===== config.mk =====
export PLATFORM = sky130hd
export DESIGN_NAME = simt_stream_tracker
export DESIGN_NICKNAME = d
export VERILOG_FILES = /design/src/rtl/simt_trk_pkg.sv /design/src/rtl/simt_trk_compact.sv /design/src/rtl/simt_trk_leader.sv /design/src/rtl/simt_trk_sorter.sv /design/src/rtl/simt_stream_tracker.sv
export SDC_FILE = /design/constraint.sdc
export NUM_CORES = 2
export LEC_CHECK = 0
export BUFFER_PORTS_ARGS = -buffer_cell sky130_fd_sc_hd__clkbuf_2
export CAP_MARGIN = 25
export CORE_ASPECT_RATIO = 0.7
export CORE_MARGIN = 5
export CORE_UTILIZATION = 60
export DETAILED_ROUTE_END_ITERATION = 16
export PLACE_DENSITY = 0.77
export SETUP_SLACK_MARGIN = 0.2
export SLEW_MARGIN = 10
export SYNTH_ARGS = -nofsm -noshare
export SYNTH_HDL_FRONTEND = slang
export SYNTH_SLANG_ARGS = --single-unit

===== constraint.sdc =====
create_clock -name clk_i -period 17.49 [get_ports clk_i]
set_input_delay 1.749 -clock clk_i [delete_from_list [all_inputs] [get_ports clk_i]]
set_output_delay 1.749 -clock clk_i [all_outputs]
set_load 0.02 [all_outputs]

===== src/rtl/simt_trk_pkg.sv =====
package simt_trk_pkg;

  typedef enum logic [1:0] {
    SRT_IDLE = 2'd0,
    SRT_CMP  = 2'd1,
    SRT_SWAP = 2'd2
  } srt_state_e;

  // a outranks b: deeper call level first, then lower PC
  function automatic logic outranks(input int unsigned dep_a, input int unsigned pc_a,
                                    input int unsigned dep_b, input int unsigned pc_b);
    return (dep_a > dep_b) || ((dep_a == dep_b) && (pc_a < pc_b));
  endfunction

endpackage


===== src/rtl/simt_trk_compact.sv =====
module simt_trk_compact
  import simt_trk_pkg::*;
#(
  parameter int unsigned NT  = 4,
  parameter int unsigned PCW = 16,
  parameter int unsigned DPW = 3
) (
  input  logic [PCW-1:0] c_pc_i   [3],
  input  logic [DPW-1:0] c_dep_i  [3],
  input  logic [NT-1:0]  c_mask_i [3],
  output logic [PCW-1:0] s_pc_o   [3],
  output logic [DPW-1:0] s_dep_o  [3],
  output logic [NT-1:0]  s_mask_o [3],
  output logic [1:0]     cnt_o
);

  logic [PCW-1:0] pc_v [3];
  logic [DPW-1:0] dp_v [3];
  logic [NT-1:0]  mk_v [3];
  logic [PCW-1:0] t_pc;
  logic [DPW-1:0] t_dp;
  logic [NT-1:0]  t_mk;
  int unsigned    a;

  always_comb begin
    for (int i = 0; i < 3; i++) begin
      pc_v[i] = c_pc_i[i];
      dp_v[i] = c_dep_i[i];
      mk_v[i] = c_mask_i[i];
    end
    // merge equal keys into the earlier slot
    for (int i = 0; i < 3; i++) begin
      for (int j = i + 1; j < 3; j++) begin
        if (mk_v[i] != '0 && mk_v[j] != '0 && pc_v[i] == pc_v[j] && dp_v[i] == dp_v[j]) begin
          mk_v[i] = mk_v[i] | mk_v[j];
          mk_v[j] = '0;
        end
      end
    end
    // three-comparator network, empty slots sink
    t_pc = '0;
    t_dp = '0;
    t_mk = '0;
    a    = 0;
    for (int k = 0; k < 3; k++) begin
      a = (k == 1) ? 1 : 0;
      if (mk_v[a+1] != '0 && (mk_v[a] == '0 ||
          outranks(32'(dp_v[a+1]), 32'(pc_v[a+1]), 32'(dp_v[a]), 32'(pc_v[a])))) begin
        t_pc = pc_v[a]; t_dp = dp_v[a]; t_mk = mk_v[a];
        pc_v[a] = pc_v[a+1]; dp_v[a] = dp_v[a+1]; mk_v[a] = mk_v[a+1];
        pc_v[a+1] = t_pc; dp_v[a+1] = t_dp; mk_v[a+1] = t_mk;
      end
    end
    for (int i = 0; i < 3; i++) begin
      s_pc_o[i]   = pc_v[i];
      s_dep_o[i]  = dp_v[i];
      s_mask_o[i] = mk_v[i];
    end
    cnt_o = {1'b0, (mk_v[0] != '0)} + {1'b0, (mk_v[1] != '0)} + {1'b0, (mk_v[2] != '0)};
  end

endmodule


===== src/rtl/simt_trk_leader.sv =====
module simt_trk_leader #(
  parameter int unsigned NT = 4,
  parameter int unsigned TW = 2
) (
  input  logic [NT-1:0] mask_i,
  output logic [TW-1:0] idx_o,
  output logic          vld_o
);

  always_comb begin
    idx_o = '0;
    for (int i = NT - 1; i >= 0; i--) begin
      if (mask_i[i]) idx_o = TW'(i);
    end
    vld_o = |mask_i;
  end

endmodule


===== src/rtl/simt_trk_sorter.sv =====
module simt_trk_sorter
  import simt_trk_pkg::*;
#(
  parameter int unsigned NW  = 4,
  parameter int unsigned NT  = 4,
  parameter int unsigned PCW = 16,
  parameter int unsigned DPW = 3,
  parameter int unsigned WW  = 2,
  parameter int unsigned TW  = 2,
  parameter int unsigned CW  = 3
) (
  input  logic           clk_i,
  input  logic           rst_ni,
  input  logic [CW-1:0]  cnt_i     [NW],
  input  logic [PCW-1:0] h2_pc_i   [NW],
  input  logic [DPW-1:0] h2_dep_i  [NW],
  input  logic [NT-1:0]  h2_mask_i [NW],
  input  logic [PCW-1:0] cd_pc_i   [NW][NT],
  input  logic [DPW-1:0] cd_dep_i  [NW][NT],
  input  logic           upd_i,
  input  logic [WW-1:0]  upd_warp_i,
  output logic           swap_o,
  output logic [WW-1:0]  swap_warp_o,
  output logic [TW-1:0]  swap_idx_o
);

  srt_state_e    state_q;
  logic [WW-1:0] sw_q, sw_nxt;
  logic [CW-1:0] ptr_q [NW];
  logic [TW-1:0] idx;
  logic          yield, better;

  assign sw_nxt = (sw_q == WW'(NW - 1)) ? '0 : sw_q + 1'b1;
  assign idx    = ptr_q[sw_q][TW-1:0];
  assign yield  = upd_i && (upd_warp_i == sw_q);
  assign better = (h2_mask_i[sw_q] != '0) &&
                  outranks(32'(cd_dep_i[sw_q][idx]), 32'(cd_pc_i[sw_q][idx]),
                           32'(h2_dep_i[sw_q]), 32'(h2_pc_i[sw_q]));

  assign swap_o      = (state_q == SRT_SWAP) && !yield;
  assign swap_warp_o = sw_q;
  assign swap_idx_o  = idx;

  always_ff @(posedge clk_i or negedge rst_ni) begin
    if (!rst_ni) begin
      state_q <= SRT_IDLE;
      sw_q    <= '0;
      for (int w = 0; w < NW; w++) ptr_q[w] <= '0;
    end else begin
      unique case (state_q)
        SRT_IDLE: begin
          if (cnt_i[sw_q] != '0) state_q <= SRT_CMP;
          else                   sw_q    <= sw_nxt;
        end
        SRT_CMP: begin
          if (yield) begin
            state_q <= SRT_IDLE;
            sw_q    <= sw_nxt;
          end else if (ptr_q[sw_q] >= cnt_i[sw_q]) begin
            ptr_q[sw_q] <= '0;
            state_q     <= SRT_IDLE;
            sw_q        <= sw_nxt;
          end else if (better) begin
            state_q <= SRT_SWAP;
          end else begin
            ptr_q[sw_q] <= ptr_q[sw_q] + 1'b1;
            state_q     <= SRT_IDLE;
            sw_q        <= sw_nxt;
          end
        end
        default: begin
          if (!yield) ptr_q[sw_q] <= ptr_q[sw_q] + 1'b1;
          state_q <= SRT_IDLE;
          sw_q    <= sw_nxt;
        end
      endcase
    end
  end

endmodule


===== src/rtl/simt_stream_tracker.sv =====
module simt_stream_tracker
  import simt_trk_pkg::*;
#(
  parameter int unsigned NW       = 4,
  parameter int unsigned NT       = 4,
  parameter int unsigned PCW      = 16,
  parameter int unsigned DPW      = 3,
  parameter int unsigned RESET_PC = 0,
  localparam int unsigned WW      = (NW > 1) ? $clog2(NW) : 1,
  localparam int unsigned TW      = (NT > 1) ? $clog2(NT) : 1,
  localparam int unsigned CW      = $clog2(NT + 1)
) (
  input  logic           clk_i,
  input  logic           rst_ni,
  input  logic           commit_valid_i,
  input  logic [WW-1:0]  commit_warp_i,
  input  logic [PCW-1:0] commit_pc_i,
  input  logic [PCW-1:0] seq_pc_i,
  input  logic [DPW-1:0] seq_dep_i,
  input  logic [NT-1:0]  seq_mask_i,
  input  logic [PCW-1:0] alt_pc_i,
  input  logic [DPW-1:0] alt_dep_i,
  input  logic [NT-1:0]  alt_mask_i,
  output logic [NT-1:0]  commit_mask_o,
  output logic [TW-1:0]  leader_o,
  output logic           leader_valid_o,
  input  logic [WW-1:0]  query_warp_i,
  output logic [PCW-1:0] act_pc_o,
  output logic [DPW-1:0] act_dep_o,
  output logic [NT-1:0]  act_mask_o,
  output logic [PCW-1:0] sec_pc_o,
  output logic [DPW-1:0] sec_dep_o,
  output logic [NT-1:0]  sec_mask_o
);

  logic [PCW-1:0] h1_pc   [NW];
  logic [DPW-1:0] h1_dep  [NW];
  logic [NT-1:0]  h1_mask [NW];
  logic [PCW-1:0] h2_pc   [NW];
  logic [DPW-1:0] h2_dep  [NW];
  logic [NT-1:0]  h2_mask [NW];
  logic [PCW-1:0] cd_pc   [NW][NT];
  logic [DPW-1:0] cd_dep  [NW][NT];
  logic [NT-1:0]  cd_mask [NW][NT];
  logic [CW-1:0]  cd_cnt  [NW];

  logic [WW-1:0]  cw;
  logic           upd;
  logic [PCW-1:0] c_pc   [3];
  logic [DPW-1:0] c_dep  [3];
  logic [NT-1:0]  c_mask [3];
  logic [PCW-1:0] s_pc   [3];
  logic [DPW-1:0] s_dep  [3];
  logic [NT-1:0]  s_mask [3];
  logic [1:0]     cmp_cnt;
  logic [CW-1:0]  pop_ix;
  logic [TW-1:0]  pop_sl, push_sl;
  logic           swap_v;
  logic [WW-1:0]  swap_warp;
  logic [TW-1:0]  swap_idx;

  assign cw  = commit_warp_i;
  assign upd = commit_valid_i && (commit_pc_i == h1_pc[cw]) && (h1_mask[cw] != '0);
  assign commit_mask_o = upd ? h1_mask[cw] : '0;

  assign c_pc[0]   = h2_pc[cw];
  assign c_dep[0]  = h2_dep[cw];
  assign c_mask[0] = h2_mask[cw];
  assign c_pc[1]   = seq_pc_i;
  assign c_dep[1]  = seq_dep_i;
  assign c_mask[1] = seq_mask_i & commit_mask_o;
  assign c_pc[2]   = alt_pc_i;
  assign c_dep[2]  = alt_dep_i;
  assign c_mask[2] = alt_mask_i & commit_mask_o;

  assign pop_ix  = cd_cnt[cw] - CW'(1);
  assign pop_sl  = pop_ix[TW-1:0];
  assign push_sl = cd_cnt[cw][TW-1:0];

  simt_trk_compact #(.NT(NT), .PCW(PCW), .DPW(DPW)) i_compact (
    .c_pc_i  (c_pc),
    .c_dep_i (c_dep),
    .c_mask_i(c_mask),
    .s_pc_o  (s_pc),
    .s_dep_o (s_dep),
    .s_mask_o(s_mask),
    .cnt_o   (cmp_cnt)
  );

  simt_trk_leader #(.NT(NT), .TW(TW)) i_leader (
    .mask_i(commit_mask_o),
    .idx_o (leader_o),
    .vld_o (leader_valid_o)
  );

  simt_trk_sorter #(
    .NW(NW), .NT(NT), .PCW(PCW), .DPW(DPW), .WW(WW), .TW(TW), .CW(CW)
  ) i_sorter (
    .clk_i      (clk_i),
    .rst_ni     (rst_ni),
    .cnt_i      (cd_cnt),
    .h2_pc_i    (h2_pc),
    .h2_dep_i   (h2_dep),
    .h2_mask_i  (h2_mask),
    .cd_pc_i    (cd_pc),
    .cd_dep_i   (cd_dep),
    .upd_i      (upd),
    .upd_warp_i (cw),
    .swap_o     (swap_v),
    .swap_warp_o(swap_warp),
    .swap_idx_o (swap_idx)
  );

  always_ff @(posedge clk_i or negedge rst_ni) begin
    if (!rst_ni) begin
      for (int w = 0; w < NW; w++) begin
        h1_pc[w]   <= PCW'(RESET_PC);
        h1_dep[w]  <= '0;
        h1_mask[w] <= '1;
        h2_pc[w]   <= '0;
        h2_dep[w]  <= '0;
        h2_mask[w] <= '0;
        cd_cnt[w]  <= '0;
        for (int e = 0; e < NT; e++) begin
          cd_pc[w][e]   <= '0;
          cd_dep[w][e]  <= '0;
          cd_mask[w][e] <= '0;
        end
      end
    end else begin
      if (upd) begin
        h1_pc[cw]   <= s_pc[0];
        h1_dep[cw]  <= s_dep[0];
        h1_mask[cw] <= s_mask[0];
        if (cmp_cnt <= 2'd1) begin
          if (cd_cnt[cw] != '0) begin
            h2_pc[cw]   <= cd_pc[cw][pop_sl];
            h2_dep[cw]  <= cd_dep[cw][pop_sl];
            h2_mask[cw] <= cd_mask[cw][pop_sl];
            cd_cnt[cw]  <= pop_ix;
          end else begin
            h2_mask[cw] <= '0;
          end
        end else begin
          h2_pc[cw]   <= s_pc[1];
          h2_dep[cw]  <= s_dep[1];
          h2_mask[cw] <= s_mask[1];
          if (cmp_cnt == 2'd3) begin
            cd_pc[cw][push_sl]   <= s_pc[2];
            cd_dep[cw][push_sl]  <= s_dep[2];
            cd_mask[cw][push_sl] <= s_mask[2];
            cd_cnt[cw]           <= cd_cnt[cw] + 1'b1;
          end
        end
      end
      // sorter never targets the committing warp
      if (swap_v) begin
        h2_pc[swap_warp]             <= cd_pc[swap_warp][swap_idx];
        h2_dep[swap_warp]            <= cd_dep[swap_warp][swap_idx];
        h2_mask[swap_warp]           <= cd_mask[swap_warp][swap_idx];
        cd_pc[swap_warp][swap_idx]   <= h2_pc[swap_warp];
        cd_dep[swap_warp][swap_idx]  <= h2_dep[swap_warp];
        cd_mask[swap_warp][swap_idx] <= h2_mask[swap_warp];
      end
    end
  end

  assign act_pc_o   = h1_pc[query_warp_i];
  assign act_dep_o  = h1_dep[query_warp_i];
  assign act_mask_o = h1_mask[query_warp_i];
  assign sec_pc_o   = h2_pc[query_warp_i];
  assign sec_dep_o  = h2_dep[query_warp_i];
  assign sec_mask_o = h2_mask[query_warp_i];

endmodule


-- Yosys cells after proc, flatten, opt, wreduce, memory -nomap -nowiden
Index checks and enable logic that the tools add are counted.
- $add $sub $neg: 6
- order comparisons: 20
- equality and inequality tests: 21
- muxes and demuxes: 205
- bitwise gates (word level): 17
- reduce and logical (&&, ||, !) cells: 58
- operators with widths (cell ; count):
    2-to-1 mux 256 bit ; 4
    2-to-1 mux 64 bit ; 14
    bitwise mux 256 bit ; 2
    2-to-1 mux 16 bit ; 28
    bitwise mux 64 bit ; 6
    binary-select mux 16 bit (select 2 bit) ; 9
    binary-select mux 64 bit (select 2 bit) ; 2
    demux 64 bit (select 2 bit) ; 2
    2-to-1 mux 12 bit ; 17
    demux 16 bit (select 2 bit) ; 6
    2-to-1 mux 48 bit ; 4
    bitwise mux 48 bit ; 2
    2-to-1 mux 32 bit ; 3
    bitwise mux 12 bit ; 7
    2-to-1 mux 4 bit ; 21
    2-to-1 mux 3 bit ; 22
    bitwise mux 16 bit ; 4
    equality test 16 bit ; 4
    less-than comparator 16 bit ; 4
    binary-select mux 4 bit (select 2 bit) ; 7
    nonzero test 4 bit ; 14
    binary-select mux 3 bit (select 2 bit) ; 9
    binary-select mux 12 bit (select 2 bit) ; 2
    demux 12 bit (select 2 bit) ; 2
    43 further kinds ; 132
- register bits: 580
- input bits: 69
- output and inout bits: 53

-- Longest topological paths before layout
- depth in word-level cells: 48
- mapped depth: 54
- depth with buffers taken out: 47

-- By module
Synthesis repeated with hierarchy kept, for this count alone.
- cell total of the unflattened synthesis: 3920
- area total of the unflattened synthesis: 43878.3 um2
- modules (own cells, without submodules) (module ; times used ; cells an instance ; area an instance (um2)):
    simt_stream_tracker ; 1 ; 3053 ; 35532.8
    simt_trk_sorter ; 1 ; 295 ; 4240.3
    simt_trk_compact ; 1 ; 565 ; 4070.2
    simt_trk_leader ; 1 ; 7 ; 35.0

-- Worst setup path after synthesis
Ideal clock, no wire load.
- path kind: input to register
- start point: input commit_warp_i[1]
- end point: register h2_pc[62] in the netlist's numbering
- setup time: 87 ps
- arrival: 12700 ps
- slack: 4703 ps
- cell stages on the path: 51
- path through: buf_2 -> buf_6 -> buf_2 -> buf_1 -> mux4_2 -> inv_1 -> ha_1 -> nand4_1 -> or4_1 -> a21o_1 -> a311oi_1 -> nor2_1 -> clkbuf_1 -> nand2_1 -> clkbuf_1 -> a21oi_1 -> ha_1 -> a21oi_1 -> [... 15 more ...] -> a21oi_1 -> nor2_1 -> a2111oi_0 -> o211ai_1 -> nor4b_1 -> o21ai_0 -> a21oi_1 -> o31ai_4 -> mux2_2 -> and4_1 -> fa_1 -> clkbuf_1 -> a211oi_1 -> clkbuf_1 -> o22ai_1 -> nor2_1 -> o21ai_1 -> a22oi_1
- cells in the longest elaborated chain, start to end: 47
- elaborated cells on any way between the ends: 118
- ends and longest elaborated chain (element ; line ; RTL):
    from (decl) ; simt_stream_tracker.sv:16 ; input logic [WW-1:0] commit_warp_i,
    inverter 2 -> 3 bit (not written as such) ; -- ;
    binary-select mux 16 bit (select 2 bit) ; simt_stream_tracker.sv:63 ; assign upd = commit_valid_i && (commit_pc_i == h1_pc[cw]) && (h1_mask[cw] != '0);
    2-to-1 mux 16 bit (not written as such) (2 in a row) ; simt_stream_tracker.sv:63 ;
    equality test 16 bit ; simt_stream_tracker.sv:63 ;
    logical AND 1 bit (2 in a row) ; simt_stream_tracker.sv:63 ;
    2-to-1 mux 4 bit ; simt_stream_tracker.sv:64 ; assign commit_mask_o = upd ? h1_mask[cw] : '0;
    AND 4 bit ; simt_stream_tracker.sv:71 ; assign c_mask[1] = seq_mask_i & commit_mask_o;
    nonzero test 4 bit ; simt_trk_compact.sv:34 ; if (mk_v[i] != '0 && mk_v[j] != '0 && pc_v[i] == pc_v[j] && dp_v[i] == dp_v[j]) begin
    [... 29 more ...] ; -- ;
    nonzero test 4 bit ; simt_trk_compact.sv:59 ; cnt_o = {1'b0, (mk_v[0] != '0)} + {1'b0, (mk_v[1] != '0)} + {1'b0, (mk_v[2] != '0)};
    adder 1 x 1 -> 2 bit ; simt_trk_compact.sv:59 ;
    adder 2 x 1 -> 2 bit ; simt_trk_compact.sv:59 ;
    less-or-equal comparator 2 x 1 -> 1 bit ; simt_stream_tracker.sv:135 ; if (cmp_cnt <= 2'd1) begin
    2-to-1 mux 64 bit ; simt_stream_tracker.sv:135 ;
    2-to-1 mux 64 bit ; simt_stream_tracker.sv:131 ; if (upd) begin
    bitwise mux 64 bit ; simt_stream_tracker.sv:158 ; h2_pc[swap_warp] <= cd_pc[swap_warp][swap_idx];
    2-to-1 mux 64 bit (*) ; simt_stream_tracker.sv:157 ; if (swap_v) begin
    to (signal, indexed assignment) ; simt_stream_tracker.sv:137 ; h2_pc[cw] <= cd_pc[cw][pop_sl];
    to (signal, indexed assignment) ; simt_stream_tracker.sv:145 ; h2_pc[cw] <= s_pc[1];
    to (signal, indexed assignment) ; simt_stream_tracker.sv:158 ;
    to (decl) ; simt_stream_tracker.sv:39 ; logic [PCW-1:0] h2_pc [NW];
Mark *: on every way between the ends. The rest lies on a longest branch, timed or not. The select of a mux whose other input is x is not followed.
A chain may end at the register's enable or synchronous reset.

-- Final worst setup path
- start point: input commit_warp_i[0]
- end point: register cd_pc[229] in the netlist's numbering
- cells in the longest elaborated chain, start to end: 48
- elaborated cells on any way between the ends: 114
- ends and longest elaborated chain (element ; line ; RTL):
    inverter 2 -> 3 bit (not written as such) ; -- ;
    binary-select mux 16 bit (select 2 bit) ; simt_stream_tracker.sv:63 ;
    2-to-1 mux 16 bit (not written as such) (2 in a row) ; simt_stream_tracker.sv:63 ;
    equality test 16 bit ; simt_stream_tracker.sv:63 ;
    logical AND 1 bit (2 in a row) ; simt_stream_tracker.sv:63 ;
    2-to-1 mux 4 bit ; simt_stream_tracker.sv:64 ;
    AND 4 bit ; simt_stream_tracker.sv:71 ;
    nonzero test 4 bit ; simt_trk_compact.sv:34 ;
    [... 30 more ...] ; -- ;
    adder 1 x 1 -> 2 bit ; simt_trk_compact.sv:59 ;
    adder 2 x 1 -> 2 bit ; simt_trk_compact.sv:59 ;
    equality test 2 bit ; simt_stream_tracker.sv:148 ; if (cmp_cnt == 2'd3) begin
    2-to-1 mux 256 bit ; simt_stream_tracker.sv:148 ;
    2-to-1 mux 256 bit ; simt_stream_tracker.sv:135 ;
    2-to-1 mux 256 bit ; simt_stream_tracker.sv:131 ;
    bitwise mux 256 bit ; simt_stream_tracker.sv:161 ; cd_pc[swap_warp][swap_idx] <= h2_pc[swap_warp];
    2-to-1 mux 256 bit (*) ; simt_stream_tracker.sv:157 ;
    to (signal, indexed assignment) ; simt_stream_tracker.sv:149 ; cd_pc[cw][push_sl] <= s_pc[2];
    to (signal, indexed assignment) ; simt_stream_tracker.sv:161 ;
    to (decl) ; simt_stream_tracker.sv:42 ; logic [PCW-1:0] cd_pc [NW][NT];
Marks and branches as above.

==> metrics.sh <==
CLOCK_TREE.BUFFER_DEPTH=3
GRT.TOTAL_USAGE_PCT=42.38
LAYOUT_FILLERS=5255
CTSHOLDBUFFERS=0
POSTSYNTHCELLCOUNT=4494
CTS_RESIZED=0
DIE_HEIGHT_UM=226.9
ANTENNA_FOUND_INITIAL=4
FINALWIRELENGTH_UM=157400
MAXCAPVIOLCOUNT=0
GLOBALROUTEOVERFLOWTOTAL=0
POWER_FRAC_SEQ_PCT=47.2
SLEW_HEADROOM_PCT=14.92
TIMING_MAX_TRANSITION_VIOLATIONS_FINAL=0
SYNTH_TOP_AREA_CELL='dfrtp_1'
SYNTH_FLOP_CELL='dfrtp_1'
DRT_FIRST_ITER_VIOLATIONS=6679
REGISTER_CLOCK_PIN_SLEW_ON_THE_REPORTED_WORST_SETUP_AND_HOLD_PATHS_NS=0.06
STARTPOINT_TYPE='input port'
DRTANTENNAVIOLNETS=0
WORST_PIN_SLEW_NS=1.268
WORST_SKEW_PAIR.LATE_LATENCY_NS=0.67
SYNTH_SEQUENTIAL_AREA_RATIO_PCT=36.03
POST-CTS-SETUP-BUFFER-COUNT=0
R2R_SLACK_NS=3.82
TOP_LEVEL_PORTS=122
DIE_W_UM=319.9
SYNTH-ASYNC-RESET-RATIO_PCT=100.0
CORE_AREA_UM2=66520
CTS.HTREE.LEVELS=2
FIN_SETUP_TNS_NS=0
WIRE_PER_INST_UM=29.26
SETUP-VIOLATIONS-FINAL=0
CP_DATA_ARRIVAL_TIME_NS=15.58
GP_CONGESTION=0.9825
NUM_ANTENNA_CELLS=0
CRITPATHREQUIREDTIME_NS=18.00
LEAKAGEPOWER_nW=19.48
PLACE_WS_NS=2.053
MOST-COMMON-LAYOUT-CELLS='nand2_1 (886), nor2_1 (618), dfrtp_1 (562)'
SWITCHING_SHARE_PCT=25.05
CP_MAX_FO=71
PWR_DENSITY_CELL_nW_PER_UM2=64.76
SYNTHESIZED_NET_COUNT=4652
FINALWORSTPATHREQUIREDPERIOD_NS=15.07
ENDPOINT_KIND='flop'
MIN_DELAY_PATH_DEPTH=2
CLOCK_SINK_COUNT=580
TIMING.REG2REG.WORST_PATH_DEPTH=44
ROWS=79
SYNTH_TOP_CELL_AREA_SHARE_PCT=34.99
POST_SYNTH_INSTANCE_AREA_UM2=40330
DRT_FIRST_PASS_ITERS=9
LAYOUT.NETS=4601
GRT_PASS1_VIAS=36932
HOLD_CLASS='flop to flop'
LAYOUT_COMMONEST_CELL='nand2_1'
RSZ0062_AT_GRT='no'
CPPEAKSTAGEDELAY_NS=0.72
PORT_BUFFERS=121
P_INT_mW=2.130
HOLD_VIOL=0
NETLIST_TOP_CELLS_AREA='dfrtp_1 (35%), mux4_2 (18%), nand2_1 (8.4%)'
MIN_PERIOD_OVER_PERIOD_PCT=86.14
PIN_COUNT_OF_THE_BIGGEST_NET_ENTERING_GLOBAL_ROUTING=103
SYNTHESIS.YOSYS.WARNINGS=0
DESIGN.DIE.AREA_UM2=72590
INITIAL_STANDARD_CELL_UTILIZATION_OF_THE_CORE_PCT=60.63
PLACEMENT.CELL_AREA_UM2=41660
GRT_FIRST_PASS_WIRELENGTH_UM=233400
WORST_HOLD_SLACK_NS=0.4889
LAYOUT-DRIVE-GT1-SHARE_PCT=19.00
POSTLAYOUTSETUPSLACKWORST_NS=2.425
CLKPWRFRAC_PCT=46.7
SYNTH_SEQ_CELLS=580
CP_SLOWEST_CELL='nand2_1'
DRC=0
SYNTHDISTINCTLIBCELLS=81
FINAL_CELL_AREA_UM2=43880
SYN_AVG_CELL_AREA_UM2=8.975
VIA_TOTAL_AFTER_DETAILED_ROUTING=38914
OUTCOME='complete, no violations'
SYN_TO_FINAL_GROWTH_PCT=8.788
TRITONCTS_CLOCK_TREE='built'
COMB_POWER_SHARE_PCT=6.1
NETSWITCHINGPOWER_mW=0.7118
BUFFER_TYPE_AT_THE_CLOCK_TREE_ROOT='clkbuf_16'
CRITICALPATHCATEGORY='input port to flop'
NUMBER_OF_ENABLE_TYPE_REGISTER_CELLS_IN_THE_SYNTHESIZED_NETLIST=0
FINAL_CORE_UTILIZATION_PCT=65.96
POWER.IR.VDD_WORST_mV=0.08575
HPWL_AFTER_DPL_UM=104700
VIAS_PER_CELL=7.233
CTS_BUFFERS=57
ACHIEVABLE-FREQUENCY_MHz=66.38
WORST_CLOCK_SKEW_NS=0.02301
cells by family after synthesis:
kind of cell	synth area share, %
compound gates	16.04
xor+xnor	1.259
fa+ha+maj	2.780
buf+inv	4.681
flops	36.03
mux	21.16
simple gates	18.05
layout make-up:
| cell class | count | area, µm² | share of cell area [%] |
|---|---|---|---|
| Multi-Input combinational cell | 3444 | 24090 | 54.89 |
| Sequential cell | 580 | 14540 | 33.13 |
| Timing Repair Buffer | 251 | 1788 | 4.075 |
| Clock buffer | 88 | 1734 | 3.952 |
| Tap cell | 891 | 1115 | 2.541 |
| Inverter | 109 | 409.1 | 0.9324 |
| Clock inverter | 17 | 206.4 | 0.4705 |
per-stage QoR:
stage,std cells,power [mW]
after floorplan,4494,1.455
after global placement,5250,1.532
after detailed placement,5257,1.532
after CTS,5362,2.827
after global routing,5380,2.898
final,5380,2.841
power by group through the flow:
stage	Combinational (mW)	Sequential, mW	Clock, mW
2_1_floorplan	0.0878	1.37	0
3_3_place_gp	0.166	1.37	0
6_report	0.172	1.34	1.33
4_1_cts	0.166	1.34	1.32
5_1_grt	0.184	1.34	1.37
3_5_place_dp	0.166	1.37	0
worst max-delay path, delay by kind of cell:
kind            cells  cell delay, ns
mux                 2            1.00
fa+ha+maj           4            1.27
simple gates       15            4.53
compound gates     19            5.48
buf+inv             5            1.38
per-layer routing:
layer	track usage (%)	wire length, µm	vias up
met5	0	45	-
li1	-	-	16122
met1	59.97	57540	18595
met2	56.38	61770	3523
met3	19.65	29550	668
met4	17.91	8533	6
flip-flops by register name, summed over array words and instances (netlist names), named ones only:
register	count
h2_dep	12
h1_dep	12
cd_cnt	8
i_sorter.state_q	2
h1_pc	64
i_sorter.swap_warp_o	2
h2_mask	16
h2_pc	64
cd_pc	256
i_sorter.ptr_q	12
cd_dep	48
h1_mask	16
cd_mask	64
synth_stat cells (18+ instances only):
cell and n:
a31oi_1 302, a21oi_1 253, nor3_1 33, o21ai_1 62
a22oi_1 72, o22ai_1 75, nand3_1 59, xnor2_1 49
nand2_1 904, nor2b_1 18, mux2i_1 47, inv_1 107
clkbuf_1 276, ha_1 88, o21ai_0 192, buf_1 38
nor2_1 635, buf_2 30, a21o_1 18, mux2_2 61
mux4_2 327, dfrtp_1 564, nand4_1 29, or2_2 22
path summary, 6_finish.rpt:
path	startpoint	endpoint
min reg2reg	h1_mask[1]$_DFFE_PN1P_	h1_mask[1]$_DFFE_PN1P_
max	commit_warp_i[0]	cd_pc[229]$_DFF_PN0_
min in group asynchronous	rst_ni	cd_pc[214]$_DFF_PN0_
max in group asynchronous	rst_ni	h1_mask[8]$_DFFE_PN1P_
min	h1_mask[1]$_DFFE_PN1P_	h1_mask[1]$_DFFE_PN1P_
max reg2reg	h2_pc[62]$_DFF_PN0_	cd_pc[229]$_DFF_PN0_
Power figures use the tool's default switching activity.
